$ cat src/rtl/vtg_pkg.sv
package vtg_pkg;

  typedef enum logic [2:0] {
    MODE_NTSC,
    MODE_NTSC_WIDE,
    MODE_PAL,
    MODE_PAL_PLUS,
    MODE_HD,
    MODE_MNDC
  } vmode_e;

  typedef enum logic [1:0] {
    VP_LATE2  = 2'b00,
    VP_LATE1  = 2'b01,
    VP_CENTER = 2'b10,
    VP_EARLY1 = 2'b11
  } vpos_e;

  // control -> datapath
  typedef struct packed {
    logic restart;
    logic step;
    logic capture;
  } cntCmd_t;

  // datapath -> control
  typedef struct packed {
    logic atLine0;
    logic atLine1;
    logic atEarly;
    logic atWrap;
  } cntFlags_t;

  function automatic vmode_e decodeMode(input logic stdSel, input logic wideSelN,
                                        input logic hdSelN, input logic altSel);
    vmode_e m;
    if (!hdSelN)      m = MODE_HD;
    else if (altSel)  m = MODE_MNDC;
    else if (stdSel)  m = wideSelN ? MODE_NTSC : MODE_NTSC_WIDE;
    else              m = wideSelN ? MODE_PAL : MODE_PAL_PLUS;
    return m;
  endfunction

endpackage

$ cat src/rtl/vtg_count.sv
module vtg_count
  import vtg_pkg::*;
#(
  parameter int PERIOD_STD = 545,
  parameter int PERIOD_PAL = 641,
  parameter int PERIOD_HD  = 577,
  parameter int PERIOD_AUX = 769,
  parameter int CNT_W      = 10
) (
  input  logic      clk,
  input  logic      rstN,
  input  cntCmd_t   cmd,
  input  vmode_e    mode,
  input  logic      auxLong,
  output cntFlags_t flags
);

  logic [CNT_W-1:0] lineCnt;
  logic [CNT_W-1:0] lastLen;
  logic             lastValid;
  logic             sawSync;
  logic [CNT_W-1:0] periodSel;

  always_comb begin
    if (auxLong) periodSel = CNT_W'(PERIOD_AUX);
    else begin
      unique case (mode)
        MODE_PAL, MODE_PAL_PLUS: periodSel = CNT_W'(PERIOD_PAL);
        MODE_HD:                 periodSel = CNT_W'(PERIOD_HD);
        default:                 periodSel = CNT_W'(PERIOD_STD);
      endcase
    end
  end

  always_ff @(posedge clk or negedge rstN) begin
    if (!rstN) begin
      lineCnt   <= '0;
      lastLen   <= '0;
      lastValid <= 1'b0;
      sawSync   <= 1'b0;
    end else if (cmd.restart) begin
      lineCnt <= '0;
      if (cmd.capture) begin
        lastLen   <= lineCnt;
        lastValid <= sawSync;
        sawSync   <= 1'b1;
      end else begin
        sawSync <= 1'b0;
      end
    end else if (cmd.step) begin
      lineCnt <= lineCnt + CNT_W'(1);
    end
  end

  always_comb begin
    flags.atLine0 = (lineCnt == '0);
    flags.atLine1 = (lineCnt == CNT_W'(1));
    flags.atEarly = lastValid && (lastLen >= CNT_W'(2)) && (lineCnt == lastLen - CNT_W'(2));
    flags.atWrap  = (lineCnt == periodSel - CNT_W'(1));
  end

endmodule

$ cat src/rtl/vtg_ctrl.sv
module vtg_ctrl
  import vtg_pkg::*;
(
  input  logic      clk,
  input  logic      rstN,
  input  logic      hsyncN,
  input  logic      vsyncN,
  input  logic      lineFrp,
  input  vpos_e     vpos,
  input  cntFlags_t flags,
  output cntCmd_t   cmd,
  output logic      vst,
  output logic      frp,
  output logic      noSignal
);

  logic vsPrev, hsPrev;
  logic vsFall, hsFall;
  logic fire, setNs, clrNs, frpFlip;

  assign vsFall = vsPrev & ~vsyncN;
  assign hsFall = hsPrev & ~hsyncN;

  always_comb begin
    cmd   = '0;
    fire  = 1'b0;
    setNs = 1'b0;
    clrNs = 1'b0;
    if (vsFall) begin
      cmd.restart = 1'b1;
      cmd.capture = 1'b1;
      clrNs       = 1'b1;
      fire        = (vpos == VP_CENTER);
    end else if (hsFall) begin
      if (flags.atWrap) begin
        cmd.restart = 1'b1;
        setNs       = 1'b1;
        fire        = 1'b1;
      end else begin
        cmd.step = 1'b1;
        if (!noSignal) begin
          unique case (vpos)
            VP_LATE1:  fire = flags.atLine0;
            VP_LATE2:  fire = flags.atLine1;
            VP_EARLY1: fire = flags.atEarly;
            default:   fire = 1'b0;
          endcase
        end
      end
    end
    frpFlip = lineFrp ? hsFall : fire;
  end

  always_ff @(posedge clk or negedge rstN) begin
    if (!rstN) begin
      vsPrev   <= 1'b1;
      hsPrev   <= 1'b1;
      vst      <= 1'b0;
      frp      <= 1'b0;
      noSignal <= 1'b0;
    end else begin
      vsPrev <= vsyncN;
      hsPrev <= hsyncN;
      vst    <= fire;
      if (frpFlip) frp <= ~frp;
      if (clrNs)      noSignal <= 1'b0;
      else if (setNs) noSignal <= 1'b1;
    end
  end

endmodule

$ cat src/rtl/lcd_vtiming.sv
module lcd_vtiming
  import vtg_pkg::*;
#(
  parameter int PERIOD_STD = 545,
  parameter int PERIOD_PAL = 641,
  parameter int PERIOD_HD  = 577,
  parameter int PERIOD_AUX = 769
) (
  input  logic       clk,
  input  logic       rstN,
  input  logic       hsyncN,
  input  logic       vsyncN,
  input  logic       stdSel,
  input  logic       wideSelN,
  input  logic       hdSelN,
  input  logic       altSel,
  input  logic       auxLong,
  input  logic       lineFrp,
  input  logic [1:0] vpos,
  output logic       vst,
  output logic       frp,
  output logic       noSignal
);

  localparam int MAX_A  = (PERIOD_STD > PERIOD_PAL) ? PERIOD_STD : PERIOD_PAL;
  localparam int MAX_B  = (PERIOD_HD > PERIOD_AUX) ? PERIOD_HD : PERIOD_AUX;
  localparam int MAX_P  = (MAX_A > MAX_B) ? MAX_A : MAX_B;
  localparam int CNT_W  = $clog2(MAX_P + 1);

  cntCmd_t   cmd;
  cntFlags_t flags;
  vmode_e    mode;

  assign mode = decodeMode(stdSel, wideSelN, hdSelN, altSel);

  vtg_ctrl u_ctrl (
    .clk      (clk),
    .rstN     (rstN),
    .hsyncN   (hsyncN),
    .vsyncN   (vsyncN),
    .lineFrp  (lineFrp),
    .vpos     (vpos_e'(vpos)),
    .flags    (flags),
    .cmd      (cmd),
    .vst      (vst),
    .frp      (frp),
    .noSignal (noSignal)
  );

  vtg_count #(
    .PERIOD_STD (PERIOD_STD),
    .PERIOD_PAL (PERIOD_PAL),
    .PERIOD_HD  (PERIOD_HD),
    .PERIOD_AUX (PERIOD_AUX),
    .CNT_W      (CNT_W)
  ) u_count (
    .clk     (clk),
    .rstN    (rstN),
    .cmd     (cmd),
    .mode    (mode),
    .auxLong (auxLong),
    .flags   (flags)
  );

endmodule

$ cat config.mk
export PLATFORM = sky130hd
export DESIGN_NAME = lcd_vtiming
export DESIGN_NICKNAME = d
export VERILOG_FILES = /design/src/rtl/vtg_pkg.sv /design/src/rtl/vtg_count.sv /design/src/rtl/vtg_ctrl.sv /design/src/rtl/lcd_vtiming.sv
export SDC_FILE = /design/constraint.sdc
export NUM_CORES = 1
export LEC_CHECK = 0
export BUFFER_PORTS_ARGS = -buffer_cell sky130_fd_sc_hd__buf_2
export CAP_MARGIN = 20
export CORE_MARGIN = 8
export CORE_UTILIZATION = 50
export CTS_CLUSTER_DIAMETER = 150
export CTS_CLUSTER_SIZE = 12
export DETAILED_ROUTE_END_ITERATION = 7
export GPL_TIMING_DRIVEN = 0
export PLACE_DENSITY = 0.72
export SETUP_SLACK_MARGIN = 0.2
export SLEW_MARGIN = 20
export SYNTH_ARGS = -nofsm -noshare
export SYNTH_HDL_FRONTEND = slang
export SYNTH_SLANG_ARGS = --single-unit
export TNS_END_PERCENT = 50
$ cat constraint.sdc
create_clock -name clk -period 2 [get_ports clk]
set_input_delay 0.6 -clock clk [delete_from_list [all_inputs] [get_ports clk]]
set_output_delay 0.6 -clock clk [all_outputs]
set_load 0.05 [all_outputs]
# == After elaboration in Yosys (flattened, before gate mapping) ==
# Index checks and enable logic that the tools add are counted.
# word_totals
in_bits,12
register_bits,27
wordCells,61
# classes
n_lt_le_gt_ge,1
n_addsub,3
n_eq_ne,9
bitwise_logic,5
n_reduce_logical,8
muxes,26
# ops
operator,n
10-bit == test,2
10-bit 2-to-1 mux,2
1-bit 2-to-1 mux,17
8-bit case mux with 2 select lines,1
10-bit by 1-bit adder with 10-bit output (second input constant),1
10-bit by 1-bit == test with 1-bit output (second input constant),1
10-bit by 2-bit greater-or-equal comparator with 1-bit output (second input constant),1
10-bit zero test,1
10-bit by 1-bit subtractor with 10-bit output (second input constant),1
10-bit by 2-bit subtractor with 10-bit output (second input constant),1
9-bit 2-to-1 mux,1
3-bit by 2-bit == test with 1-bit output (second input constant),2
3-bit 2-to-1 mux,2
2-bit == test (second input constant),2
2-bit 2-to-1 mux,2
2-bit nonzero test,2
3-bit == test (second input constant),1
1-bit inverter,3
1-bit case mux with 3 select lines,1
1-bit bitwise AND,2
2-bit by 1-bit == test with 1-bit output (second input constant),1
1-bit logical AND,2
2-bit zero test,1
2-bit AND reduction,1
2-bit OR reduction,1

# == Logic depth before layout (Yosys ltp) ==
# logic_depth
word_depth,15
mapped_depth,9

# == By module ==
# A second synthesis with hierarchy kept.
# unflattened
cells_unflattened,177
area_unflattened_um2,1695.4
# modules_own_cells
module,instances,cells_each,area_per_inst_um2
vtg_count,1,151,1407.6
vtg_ctrl,1,22,255.2
lcd_vtiming,1,4,32.5

# == Worst setup path before layout ==
# OpenSTA, ideal clock, no wires.
# synth_timing
kind,flip-flop to flip-flop
start,reg u_count.lastLen[1]
end,reg u_ctrl.frp
path_stages_with_launch,10
arrival_ps,1960
setup_time_ps,82
path_buffers,0
setup_slack_ps,-42
path_cell_list,dfrtp_1 inv_1 ha_1 or3_2 o211ai_1 o31ai_1 a32oi_1 o2111ai_1 o21ai_2 xor2_1
# synth_between
elab_chain_len,9
elab_cells_between_ends,11
cone_classes,1 x add/sub; 1 x order compare; 1 x eq/ne; 6 x mux; 2 x reduce/logical
# synth_rtl
item,line,source
from (decl),vtg_count.sv:19,logic [CNT_W-1:0] lastLen;
from (signal assigned),vtg_count.sv:44,lastLen <= lineCnt;
10-bit by 2-bit subtractor with 10-bit output or 10-bit by 2-bit greater-or-equal comparator with 1-bit output (tied branches),vtg_count.sv:58,flags.atEarly = lastValid && (lastLen >= CNT_W'(2)) && (lineCnt == lastLen - CNT_W'(2));
10-bit == test or 1-bit logical AND (tied branches),vtg_count.sv:58,
1-bit logical AND (*),vtg_count.sv:58,
1-bit case mux with 3 select lines (*),vtg_ctrl.sv:42,unique case (vpos)
1-bit 2-to-1 mux (*),vtg_ctrl.sv:41,if (!noSignal) begin
1-bit 2-to-1 mux (*),vtg_ctrl.sv:35,if (flags.atWrap) begin
1-bit 2-to-1 mux (*),vtg_ctrl.sv:34,end else if (hsFall) begin
1-bit 2-to-1 mux (*),vtg_ctrl.sv:29,if (vsFall) begin
1-bit 2-to-1 mux (*),vtg_ctrl.sv:51,frpFlip = lineFrp ? hsFall : fire;
to (signal assigned),vtg_ctrl.sv:65,if (frpFlip) frp <= ~frp;
to (decl),vtg_ctrl.sv:13,"output logic frp,"
# Every way passes the cells marked *; elsewhere a longest branch is shown, timed or not.
# A chain may end at the register's enable or synchronous reset.

# == Worst setup path in the final report ==
# layout_timing
start,reg u_count.lastLen[2]
end,reg u_ctrl.frp
# Same word-level chain as after synthesis.

==> key figures <==
Worst setup path
  • Setup Crit Path Kind: register to register
  • Critical Path End Type: register
  • Crit path launch type: register
  • Critical path peak fanout: 4
  • Worst EP arrival: 2400 ps
  • WP data required: 2250 ps

Routing
  • # DRC: 0
  • 1st-iter DRT viols: 83
  • Final wirelength: 4167 um
  • Via count: 1507
  • Average routed wire per standard cell: 15.26 um
  • TritonRoute pass-1 iters: 4
  • DR vias/cell: 5.520
  • Post-DRT Antenna Nets: 0

Timing
  • RSZ-0062 raised after global routing: yes
  • Final critical-path required period: 2145 ps
  • Setup_tns: -278.1 ps
  • Final Slew Violations: 0
  • Slew of the pin with the lowest slew margin: 608.0 ps
  • Final period utilization: 1.072
  • Final setup viols: 2
  • Final Hold Fails: 0
  • Layout Skew: 2.789 ps
  • Final worst setup slack: -145.0 ps
  • Slew margin rel.: 0.5947
  • FMAX: 466.2 MHz

Worst hold path
  • Worst hold path type: input pin to async pin

Logic synthesis
  • Post-synth EDFFs: 0
  • Syn Area/Cell: 8.535 um2
  • Ys flop type: dfrtp_1
  • Syn Nets: 212
  • Most area-consuming cells after synthesis: dfrtp_1, nand2_1, xnor2_1, o21ai_0, nor2_1
  • Synth top area share: 0.3740
  • Cells after synthesis: 196
  • Yosys cell types: 44
  • Asr flop ratio synth: 1.000
  • Cell taking the most area after synthesis: dfrtp_1
  • Cell Area, Synth: 1673 um2
  • Seq/Total Area, Yosys: 0.4054
  • Ys Warns: 0
  • Count of state elements after synthesis: 27

Clocking
  • Clk root buf: clkbuf_4
  • CTS Hold Bufs: 0
  • CTS Buf Count: 3
  • CTS tree: done
  • Clk Latency, worst-skew pair: 320 ps
  • Reg clk slew, reported paths: 140 ps
  • Clock Path Buffers: 2
  • H-tree depth: 1
  • Clock Sinks: 27

Power and ir drop
  • P_sw: 0.4173 mW
  • Sequential power share: 0.481
  • Internal power: 0.8580 mW
  • Clk pwr share: 0.180
  • Power consumption: 1.275 mW
  • Logic gate share of total power: 0.338
  • Max IR drop VDD: 0.4227 mV
  • Leak: 0.9048 nW
  • Switching power share of the total: 0.3272
  • Pwr/cell area: 614.7 nW/um2

Placed design
  • HPWL after detailed placement: 2811 um
  • Placed cell count: 255
  • Routability Congestion: 0.8567
  • Area post-placement: 1802 um2
  • IO buf count: 13

Global routing
  • First-pass GRT wire length: 6851 um
  • GRT overflow: 0
  • Antenna violations before repair: 0
  • All-Layer GR Usage: 0.1611
  • Number of global-route vias before repair: 1481
  • Largest net degree at the start of global routing: 28

Layout
  • Commonest non-fill, non-tap cell in the layout: nand2_1
  • Post-route design area: 2074 um2
  • # diodes: 0
  • Share of layout cells above drive strength 1: 0.2996
  • Commonest non-fill, non-tap cells in the layout: nand2_1, dfrtp_1, o21ai_0, nor2_1, buf_2
  • Final Core Density: 0.6316
  • Final-stage net count: 244
  • Final Non-Filler Cells: 273
  • Area grow syn2layout: 24.01%

Die
  • Core area: 3284 um2
  • Die Ht: 73.84 um
  • Ports: 15
  • Die Wd: 73.84 um
  • Die Area: 5452 um2
  • FP Rows: 21
  • Initial Util: 0.5093

Flow run
  • Max Cap Viol: 0

Outcome
  • Failing checks: setup timing
  • Outcome: finished with violations
-- sequential cells by signal (all words and copies together) (netlist names) --
signal             cells
u_count.lastLen       10
u_count.lineCnt       10
u_count.lastValid      1
u_count.sawSync        1
u_ctrl.frp             1
u_ctrl.hsPrev          1
u_ctrl.noSignal        1
u_ctrl.vsPrev          1
u_ctrl.vst             1
-- power groups by stage --
stage	combinational [mW]	sequential [mW]	clock [mW]
3_5_place_dp	0.303	0.628	0
5_1_grt	0.470	0.618	0.263
4_1_cts	0.384	0.611	0.243
6_report	0.432	0.614	0.230
2_1_floorplan	0.183	0.661	0
3_3_place_gp	0.297	0.626	0
-- area by class of cell --
type,count,area [um2]
clock buffers,4,26.28
well taps,46,57.56
plain buffers,9,60.06
fillers,276,1210
inverters,7,26.28
flip-flops and latches,27,684.4
repair buffers,27,173.9
multi-input cells,153,1046
-- through the flow --
step / hold slack (ps) / worst slack, ps
after floorplan: 304.4 / 50.73
after global placement: 449.5 / -310.8
after detailed placement: 470.7 / -303.2
after CTS: 265.9 / -105.5
after global routing: 307.9 / -268.7
final: 268.4 / -145.0
-- worst max-delay path, cell delays in order (launching register included) --
cell,delay [ps]
dfrtp_1,440
inv_2,70
ha_4,170
or3_4,350
o211ai_1,180
o31ai_1,100
a32oi_1,250
o2111ai_2,170
o21ai_2,170
xor2_1,170
-- path summary, 6_finish.rpt --
| path | cells past startpoint | to | slack [ps] | startpoint |
|---|---|---|---|---|
| setup / recovery | 9 | u_ctrl.frp | -140 | u_count.lastLen[2] |
| hold / removal | 1 | u_count.lineCnt[0] | 270 | rstN |
| setup reg to reg | 9 | u_ctrl.frp | -140 | u_count.lastLen[2] |
| hold reg to reg | 1 | u_ctrl.frp | 480 | u_ctrl.frp |
| max in group asynchronous | 1 | u_count.lastLen[1] | 1300 | rstN |
| min in group clk | 1 | u_ctrl.vsPrev | 380 | vsyncN |
-- what timing repair did --
action | 4_1_cts | 5_1_grt
setup buffers | 11 | 3
endpoints found under the setup margin | 9 | 9
pin swaps | 9 | 3
resized for setup | 17 | 21
-- cells in the mapped netlist, types with 2 or more instances --
master / number
nand2_1: 34
dfrtp_1: 25
nor2_1: 20
o21ai_0: 20
xnor2_1: 13
inv_1: 7
nand3_1: 7
xor2_1: 6
nor3_1: 5
clkbuf_1: 4
ha_1: 4
nor2b_1: 4
and3_1: 3
buf_2: 3
nand2b_1: 3
nor4_1: 3
o31ai_1: 3
a32oi_1: 2
buf_6: 2
dfstp_2: 2
nand4_1: 2
o41ai_1: 2
-- metal layers --
metal / vias to the layer above / wire length [um] / GRT usage
met4: 0 / 86 / 0.08647
met3: 9 / 192 / 0.02592
met5: - / 0 / 0
met1: 708 / 1867 / 0.1934
li1: 743 / - / -
met2: 47 / 2021 / 0.2667
-- cell families after synthesis --
family,Yosys count,synth area share
compound gates,40,0.1578
xor+xnor,19,0.09948
fa+ha+maj,4,0.02992
buf+inv,16,0.04712
flops,27,0.4054
mux,1,0.005984
simple gates,89,0.2543
Power figures use the tool's default switching activity.
